### src/rtl/spi_sclk_div_pkg.sv
package spi_sclk_div_pkg;
  // Field layout of the scale word
  localparam int SCALE_W  = 16;
  localparam int PRE_W    = 8;
  localparam int PRE_LSB  = 8;
  localparam int CODE_W   = 3;
  // Exponent stage counts up to 2^(max code) - 1 prescaler ticks
  localparam int EXP_W    = (1 << CODE_W) - 2;
  localparam logic [CODE_W-1:0] BYPASS_CODE = {CODE_W{1'b1}};
endpackage

### src/rtl/spi_sclk_div_decode.sv
module spi_sclk_div_decode
  import spi_sclk_div_pkg::*;
#(
  parameter int SW  = SCALE_W,
  parameter int PW  = PRE_W,
  parameter int PL  = PRE_LSB,
  parameter int CW  = CODE_W,
  parameter int EW  = EXP_W
) (
  input  logic [SW-1:0] scale,
  output logic          bypass,
  output logic [PW-1:0] pre_lim,
  output logic [EW-1:0] exp_lim
);
  logic [CW-1:0] code;

  assign code    = scale[CW-1:0];
  assign pre_lim = scale[PL+PW-1:PL];
  assign bypass  = (code == BYPASS_CODE);

  // Thermometer limit: code c gives 2^c - 1, i.e. 2^c ticks per half period
  for (genvar b = 0; b < EW; b++) begin : g_therm
    assign exp_lim[b] = (code > CW'(b));
  end
endmodule

### src/rtl/spi_sclk_div_prescale.sv
module spi_sclk_div_prescale #(
  parameter int W = 8
) (
  input  logic         clk,
  input  logic         rst_n,
  input  logic         clr,
  input  logic [W-1:0] lim,
  output logic         tick
);
  logic [W-1:0] cnt_q, cnt_d;

  assign tick = !clr && (cnt_q == lim);

  always_comb begin
    cnt_d = cnt_q;
    if (clr)       cnt_d = '0;
    else if (tick) cnt_d = '0;
    else           cnt_d = cnt_q + 1'b1;
  end

  always_ff @(posedge clk or negedge rst_n) begin
    if (!rst_n) cnt_q <= '0;
    else        cnt_q <= cnt_d;
  end
endmodule

### src/rtl/spi_sclk_div_expstage.sv
module spi_sclk_div_expstage #(
  parameter int W = 6
) (
  input  logic         clk,
  input  logic         rst_n,
  input  logic         clr,
  input  logic         step,
  input  logic [W-1:0] lim,
  output logic         half_done
);
  logic [W-1:0] cnt_q, cnt_d;

  assign half_done = !clr && step && (cnt_q == lim);

  always_comb begin
    cnt_d = cnt_q;
    if (clr)            cnt_d = '0;
    else if (half_done) cnt_d = '0;
    else if (step)      cnt_d = cnt_q + 1'b1;
  end

  always_ff @(posedge clk or negedge rst_n) begin
    if (!rst_n) cnt_q <= '0;
    else        cnt_q <= cnt_d;
  end
endmodule

### src/rtl/spi_sclk_div_outstage.sv
module spi_sclk_div_outstage (
  input  logic clk,
  input  logic rst_n,
  input  logic active,
  input  logic idle_lvl,
  input  logic flip,
  output logic sck,
  output logic rise,
  output logic fall
);
  logic sck_q, sck_d;
  logic rise_q, rise_d;
  logic fall_q, fall_d;

  always_comb begin
    sck_d  = sck_q;
    rise_d = 1'b0;
    fall_d = 1'b0;
    if (!active) begin
      sck_d = idle_lvl;
    end else if (flip) begin
      sck_d  = ~sck_q;
      rise_d = ~sck_q;
      fall_d = sck_q;
    end
  end

  always_ff @(posedge clk or negedge rst_n) begin
    if (!rst_n) begin
      sck_q  <= 1'b0;
      rise_q <= 1'b0;
      fall_q <= 1'b0;
    end else begin
      sck_q  <= sck_d;
      rise_q <= rise_d;
      fall_q <= fall_d;
    end
  end

  assign sck  = sck_q;
  assign rise = rise_q;
  assign fall = fall_q;
endmodule

### src/rtl/spi_sclk_divider.sv
module spi_sclk_divider
  import spi_sclk_div_pkg::*;
#(
  parameter int SW = SCALE_W,
  parameter int PW = PRE_W,
  parameter int EW = EXP_W
) (
  input  logic          clk,
  input  logic          rst_n,
  input  logic          sck_en,
  input  logic          cpol,
  input  logic [SW-1:0] scale_i,
  output logic          sck,
  output logic          sck_rise,
  output logic          sck_fall
);
  logic          run_q, run_d;
  logic [SW-1:0] scale_q, scale_d;
  logic          active;
  logic          bypass;
  logic [PW-1:0] pre_lim;
  logic [EW-1:0] exp_lim;
  logic          cnt_clr;
  logic          pre_tick;
  logic          half_done;
  logic          flip;

  // Frame tracking and scale capture on the enable's rising cycle
  always_comb begin
    run_d   = sck_en;
    scale_d = scale_q;
    if (sck_en && !run_q) scale_d = scale_i;
  end

  always_ff @(posedge clk or negedge rst_n) begin
    if (!rst_n) begin
      run_q   <= 1'b0;
      scale_q <= '0;
    end else begin
      run_q   <= run_d;
      scale_q <= scale_d;
    end
  end

  assign active  = sck_en && run_q;
  assign cnt_clr = !active || bypass;

  spi_sclk_div_decode #(.SW(SW), .PW(PW), .EW(EW)) u_decode (
    .scale   (scale_q),
    .bypass  (bypass),
    .pre_lim (pre_lim),
    .exp_lim (exp_lim)
  );

  spi_sclk_div_prescale #(.W(PW)) u_pre (
    .clk   (clk),
    .rst_n (rst_n),
    .clr   (cnt_clr),
    .lim   (pre_lim),
    .tick  (pre_tick)
  );

  spi_sclk_div_expstage #(.W(EW)) u_exp (
    .clk       (clk),
    .rst_n     (rst_n),
    .clr       (cnt_clr),
    .step      (pre_tick),
    .lim       (exp_lim),
    .half_done (half_done)
  );

  assign flip = bypass ? active : half_done;

  spi_sclk_div_outstage u_out (
    .clk      (clk),
    .rst_n    (rst_n),
    .active   (active),
    .idle_lvl (cpol),
    .flip     (flip),
    .sck      (sck),
    .rise     (sck_rise),
    .fall     (sck_fall)
  );
endmodule

### config.mk
export PLATFORM = sky130hd
export DESIGN_NAME = spi_sclk_divider
export DESIGN_NICKNAME = d
export VERILOG_FILES = /design/src/rtl/spi_sclk_div_pkg.sv /design/src/rtl/spi_sclk_div_decode.sv /design/src/rtl/spi_sclk_div_prescale.sv /design/src/rtl/spi_sclk_div_expstage.sv /design/src/rtl/spi_sclk_div_outstage.sv /design/src/rtl/spi_sclk_divider.sv
export SDC_FILE = /design/constraint.sdc
export NUM_CORES = 1
export LEC_CHECK = 0
export ABC_AREA = 1
export ABC_CLOCK_PERIOD_IN_PS = 1660
export BUFFER_PORTS_ARGS = -buffer_cell sky130_fd_sc_hd__buf_2
export CELL_PAD_IN_SITES_DETAIL_PLACEMENT = 2
export CELL_PAD_IN_SITES_GLOBAL_PLACEMENT = 2
export CORE_ASPECT_RATIO = 0.5
export CORE_UTILIZATION = 33
export CTS_BUF_LIST = sky130_fd_sc_hd__clkbuf_4 sky130_fd_sc_hd__clkbuf_8 sky130_fd_sc_hd__clkbuf_16
export CTS_CLUSTER_DIAMETER = 40
export DETAILED_ROUTE_END_ITERATION = 8
export GPL_ROUTABILITY_DRIVEN = 0
export PLACE_DENSITY = 0.86
export SLEW_MARGIN = 10
export SYNTH_ARGS = -nofsm -noshare
export SYNTH_HDL_FRONTEND = slang
export SYNTH_SLANG_ARGS = --single-unit
### constraint.sdc
create_clock -name clk -period 1.66 [get_ports clk]
set_input_delay 0.083 -clock clk [delete_from_list [all_inputs] [get_ports clk]]
set_output_delay 0.083 -clock clk [all_outputs]
set_load 0.02 [all_outputs]
## Word level (Yosys, flattened, before mapping)

Index checks and enable logic that the tools add are counted.

- Add/sub/neg operators: 2
- Order comparisons: 6
- Eq/ne operators: 4
- Muxes and demuxes: 12
- Bitwise operators: 1
- Reductions and logical operators: 10

Operators with widths:

| cell | number |
|---|---|
| $mux 6 | 3 |
| $mux 8 | 2 |
| $add 8x1->8 const B | 1 |
| $eq 8x8->1 | 1 |
| $mux 1 | 7 |
| $add 6x1->6 const B | 1 |
| $eq 6x6->1 | 1 |
| $gt 3x1->1 const B | 2 |
| $gt 3x2->1 const B | 2 |
| $gt 3x3->1 const B | 2 |
| $logic_and 1x1->1 | 5 |
| $eq 3x3->1 const B | 1 |
| $logic_not 1->1 | 3 |
| $reduce_bool 3->1 | 1 |
| $ne 2x1->1 const B | 1 |
| $logic_or 1x1->1 | 1 |
| $not 1->1 | 1 |

- Flip-flop bits (word level): 34
- Logic and storage cells: 42

## Longest topological paths before layout

- Word-level depth: 10
- Depth in mapped cells: 11
- Depth with buffers taken out: 11

## Modules after synthesis

Synthesis repeated with hierarchy kept, for this count alone.

- Cells, all modules: 276
- Area, all modules: 2068.2 µm²

By module, submodules not included:

| module | times used | cells an instance | area an instance (µm²) | seq. area each (µm²) |
|---|---|---|---|---|
| spi_sclk_divider | 1 | 77 | 701.9 | 425.4 |
| spi_sclk_div_prescale | 1 | 88 | 643.1 | 200.2 |
| spi_sclk_div_expstage | 1 | 77 | 493.0 | 150.1 |
| spi_sclk_div_outstage | 1 | 13 | 116.4 | 75.1 |
| spi_sclk_div_decode | 1 | 21 | 113.9 | 0.0 |

## Worst setup path after synthesis

OpenSTA, ideal clock, no wires.

- Kind: register to register
- From: register u_pre.cnt_q[6]
- To: register u_pre.cnt_q[5]
- Setup time: 0.119 ns
- Arrival time: 1.188 ns
- Data required time: 1.541 ns
- Slack: 0.353 ns
- Stages on the path, launching flop included: 9
- Buffers on the path: 1
- Period minus slack after synthesis: 1.307 ns
- Cells stage by stage: dfrtp_1 xnor2_1 nand2_1 nor2_1 nand2_4 nand2_2 buf_6 a21oi_1 o21a_1

- Longest elaborated chain between the ends: 4

Ends and longest elaborated chain:

| item | RTL line | text |
|---|---|---|
| from (decl) | spi_sclk_div_prescale.sv:10 | `logic [W-1:0] cnt_q, cnt_d;` |
| from (signal assigned) | spi_sclk_div_prescale.sv:23 | `else cnt_q <= cnt_d;` |
| $eq 8x8->1 | spi_sclk_div_prescale.sv:12 | `assign tick = !clr && (cnt_q == lim);` |
| $logic_and 1x1->1 | spi_sclk_div_prescale.sv:12 |  |
| $mux 8 | spi_sclk_div_prescale.sv:17 | `else if (tick) cnt_d = '0;` |
| $mux 8 | spi_sclk_div_prescale.sv:16 | `if (clr) cnt_d = '0;` |
| net u_pre.cnt_d[5] | spi_sclk_div_prescale.sv:10 |  |

The timed path passes the listed nets, and every way through them passes these cells.
A chain may end at the register's enable or synchronous reset.

## Final worst setup path

- From: register scale_q[1]
- To: register u_pre.cnt_q[4]

- Longest elaborated chain between the ends: 6

Ends and longest elaborated chain:

| item | RTL line | text |
|---|---|---|
| from (decl) | spi_sclk_divider.sv:18 | `logic [SW-1:0] scale_q, scale_d;` |
| from (signal assigned) | spi_sclk_divider.sv:41 | `scale_q <= scale_d;` |
| $eq 3x3->1 * | spi_sclk_div_decode.sv:19 | `assign bypass = (code == BYPASS_CODE);` |
| $logic_or 1x1->1 * | spi_sclk_divider.sv:46 | `assign cnt_clr = !active \|\| bypass;` |
| $logic_not 1->1 | spi_sclk_div_prescale.sv:12 |  |
| $logic_and 1x1->1 | spi_sclk_div_prescale.sv:12 |  |
| $mux 8 | spi_sclk_div_prescale.sv:17 |  |
| $mux 8 * | spi_sclk_div_prescale.sv:16 |  |
| net u_pre.cnt_d[4] | spi_sclk_div_prescale.sv:10 |  |

Mark *: on every way through the listed nets, which the timed path passes. The rest lies on a longest branch.

==> results.tsv <==
stage	metric	value	unit
logic_synthesis	post-synthesis cell type count	26	
global_routing	total gr overflow	0	
sta	final worst path period need	1.54	ns
floorplan	num rows	16	
critical_path	critical path class	flop to flop	
pwr	Leak Pwr	0.898	nW
job	Max-Cap Viols	0	
logic_synthesis	sequential element share of the synthesized area	0.483	
sta	RSZ-0062 raised after global routing	no	
sta	Final Cycle Share	0.927	
place	Buffers on Ports	17	
critical_path	Setup crit end kind	flop	
global_routing	vias in the first global route	1475	
place	placed cell count	249	
critical_path	Req. time, crit path	1.83	ns
clock_network	clock sink total	29	
sta	Final Hold Viols	0	
sta	Peak Freq	650	MHz
place	HPWL Detailed	2750	um
floorplan	Core ar.	0.00412	mm^2
route	Vias per Instance	4.85	
floorplan	Starting Density	0.365	
clock_network	htree depth	2	
global_routing	GRT Util Overall	0.210	
worst_hold_path	Hold Crit Class	primary input to flop	
sta	worst slew pin tran	0.681	ns
critical_path	Crit. Startpoint	scale_q[1]	
layout	filler cell count	488	
route	WL per Instance	16.7	um
place	dpl ws	0.112	ns
clock_network	Skew-Pair Late Insertion Delay	0.29	ns
logic_synthesis	area leader, netlist	dfrtp_1	
route	routed via count	1257	
logic_synthesis	Syn Nets	200	
sta	Final WS setup	0.121	ns
sta	fin. max-slew vios	0	
layout	fin cells	259	
layout	register area	727	um^2
layout	Layout Nets	226	
logic_synthesis	average size of a mapped cell	8.45	um^2
clock_network	Root Buffer	clkbuf_8	
floorplan	Top Ports	23	
clock_network	CTS Buffer Depth	2	
pwr	Pwr Density	941	mW/mm^2
floorplan	width of the die	97.5	um
route	drt total wl	4330	um
global_routing	first-pass GRT wire length	7550	um
critical_path	Worst R2R Start	scale_q[1]	
route	Routed Antenna Nets	0	
layout	Layout Area Growth over Synthesis	19.0	%
clock_network	CTS Buf Count	5	
layout	Final Util	0.434	
logic_synthesis	Synth Cell Area	0.00150	mm^2
layout	Diodes inserted	0	
sta	Final setup viols	0	
sta	Slew headroom	0.546	
critical_path	critical path launch point type	flop	
logic_synthesis	cell count after synthesis	178	
pwr	Worst IR Drop VDD	416	uV
sta	Fin Setup TNS	0	ns
critical_path	CP max FO	7	
route	initial drt markers	24	
global_routing	largest net degree at the start of global routing	30	
clock_network	CTS tree	yes	
sta	Clock Skew	0.00290	ns
layout	area of the multi-input gates	672	um^2
logic_synthesis	Synth Warn #	0	
floorplan	die area	0.00485	mm^2
logic_synthesis	Synth top area share	0.483	
logic_synthesis	ranking of synthesized cells by area	dfrtp_1 48%, nand2_1 10%, inv_1 6.2%, nor2_1 4.5%, mux2_2 4.5%	
layout	share of layout cells above drive strength 1	0.239	
floorplan	Die H	49.7	um
outcome	status	completed	
logic_synthesis	Synth Register Bits	29	
global_routing	initial antenna violation count	0	
route	DR pass1 iterations	4	
route	Post-route DRC	0	
worst_hold_path	Hold Crit Start	scale_i[1]	
critical_path	critical path data arrival time	1.71	ns
clock_network	Clock Pin Slew Worst Setup and Hold Paths	0.06	ns
## repair_timing
| item | 4_1_cts | 5_1_grt |
|---|---|---|
| hold endpoints to repair | 30 | 0 |
| endpoints found under the setup margin | 0 | 10 |
| resized for setup | 0 | 5 |
| hold buffers | 2 | 0 |
| setup buffers | 0 | 0 |
## cell usage in the layout (no fill, tap or decap), drive strengths merged
| cell | Yosys | routed |
|---|---|---|
| nand2 | 44 | 44 |
| nor3 | 1 | 1 |
| ha | 2 | 2 |
| xor2 | 5 | 5 |
| o21a | 1 | 1 |
| clkinv | 0 | 1 |
| nor2 | 21 | 21 |
| dlygate4sd3 | 0 | 2 |
| buf | 1 | 19 |
| clkbuf | 1 | 7 |
| o22ai | 4 | 4 |
| xnor2 | 6 | 6 |
| a21oi | 8 | 8 |
| nand3 | 14 | 14 |
| o21ai | 6 | 6 |
| dfrtp | 29 | 29 |
| inv | 27 | 27 |
| a31o | 1 | 1 |
| nand4 | 1 | 1 |
| mux2 | 6 | 6 |
## final cells by class
| cell class | count | area share |
|---|---|---|
| multi-input combinational | 120 | 0.376 |
| clock inverter | 1 | 0.00280 |
| sequential | 29 | 0.406 |
| tap | 54 | 0.0378 |
| inverter | 27 | 0.0566 |
| clock buffer | 7 | 0.0538 |
| timing repair buffer | 21 | 0.0671 |
## power breakdown
part / internal [mW] / switching (mW)
logic: 0.0919 / 0.138
clock network: 0.374 / 0.282
registers: 0.752 / 0.0455
total: 1.22 / 0.466
## Yosys cell counts
library cell	number
a21oi_1	8
o21a_1	1
nand2_4	1
xnor2_1	6
o21ai_1	1
o21ai_0	4
nor2_2	2
nand3_2	1
inv_2	2
dfrtp_1	29
nand2_1	40
inv_1	25
nor2_4	1
nand3_1	13
xor2_1	5
o21ai_2	1
nor2_1	18
clkbuf_1	1
nand4_1	1
mux2_2	6
o22ai_1	4
buf_6	1
nand2_2	3
a31o_2	1
nor3_1	1
ha_1	2
## flip-flops by register name, indices dropped and copies added (netlist names)
register     flops
u_out.sck        1
u_exp.cnt_q      6
u_out.fall       1
u_out.rise       1
run_q            1
scale_q         11
u_pre.cnt_q      8
## final timing paths
kind	slack, ns	end	cells past startpoint
worst max-delay path	0.12	u_pre.cnt_q[4]	9
worst min-delay path	0.03	scale_q[1]	2
worst max register to register	0.12	u_pre.cnt_q[4]	9
worst min register to register	0.51	u_pre.cnt_q[0]	1
max in group asynchronous	0.80	scale_q[2]	2
min in group asynchronous	0.38	u_pre.cnt_q[0]	2
## metrics by stage
stage | hold WS (ns) | instance area (um^2) | power [mW]
3_3_place_gp | 0.161 | 1660 | 1.01
6_report | 0.0305 | 1790 | 1.68
3_5_place_dp | 0.156 | 1660 | 1.02
2_1_floorplan | -0.213 | 1500 | 0.941
4_1_cts | 0.0275 | 1780 | 1.70
5_1_grt | 0.0301 | 1790 | 1.77
## cell families (layout without fill, tap and decap cells)
kind of cell | after synthesis | after routing | share of synthesized area
buf+inv | 29 | 56 | 0.0774
xor+xnor | 11 | 11 | 0.0641
mux | 6 | 6 | 0.0449
compound gates | 20 | 20 | 0.0765
simple gates | 81 | 81 | 0.238
flops | 29 | 29 | 0.483
fa+ha+maj | 2 | 2 | 0.0166
## layer usage
metal  vias to the layer above  global-route usage  share of wire
met4                         0              0.0931          0.024
met5                         -                   0              0
li1                        608                   -              -
met1                       617               0.250           0.44
met3                        11              0.0468          0.026
met2                        21               0.369           0.51
## worst max-delay path, stage by stage, from the launching register on
cell	delay (ns)
dfrtp_1	0.49
nand2_2	0.12
inv_1	0.10
nand2_1	0.07
nand2_1	0.15
inv_1	0.11
nand2_4	0.14
inv_2	0.08
o21ai_0	0.09
nor2_1	0.07
Power figures use the tool's default switching activity.
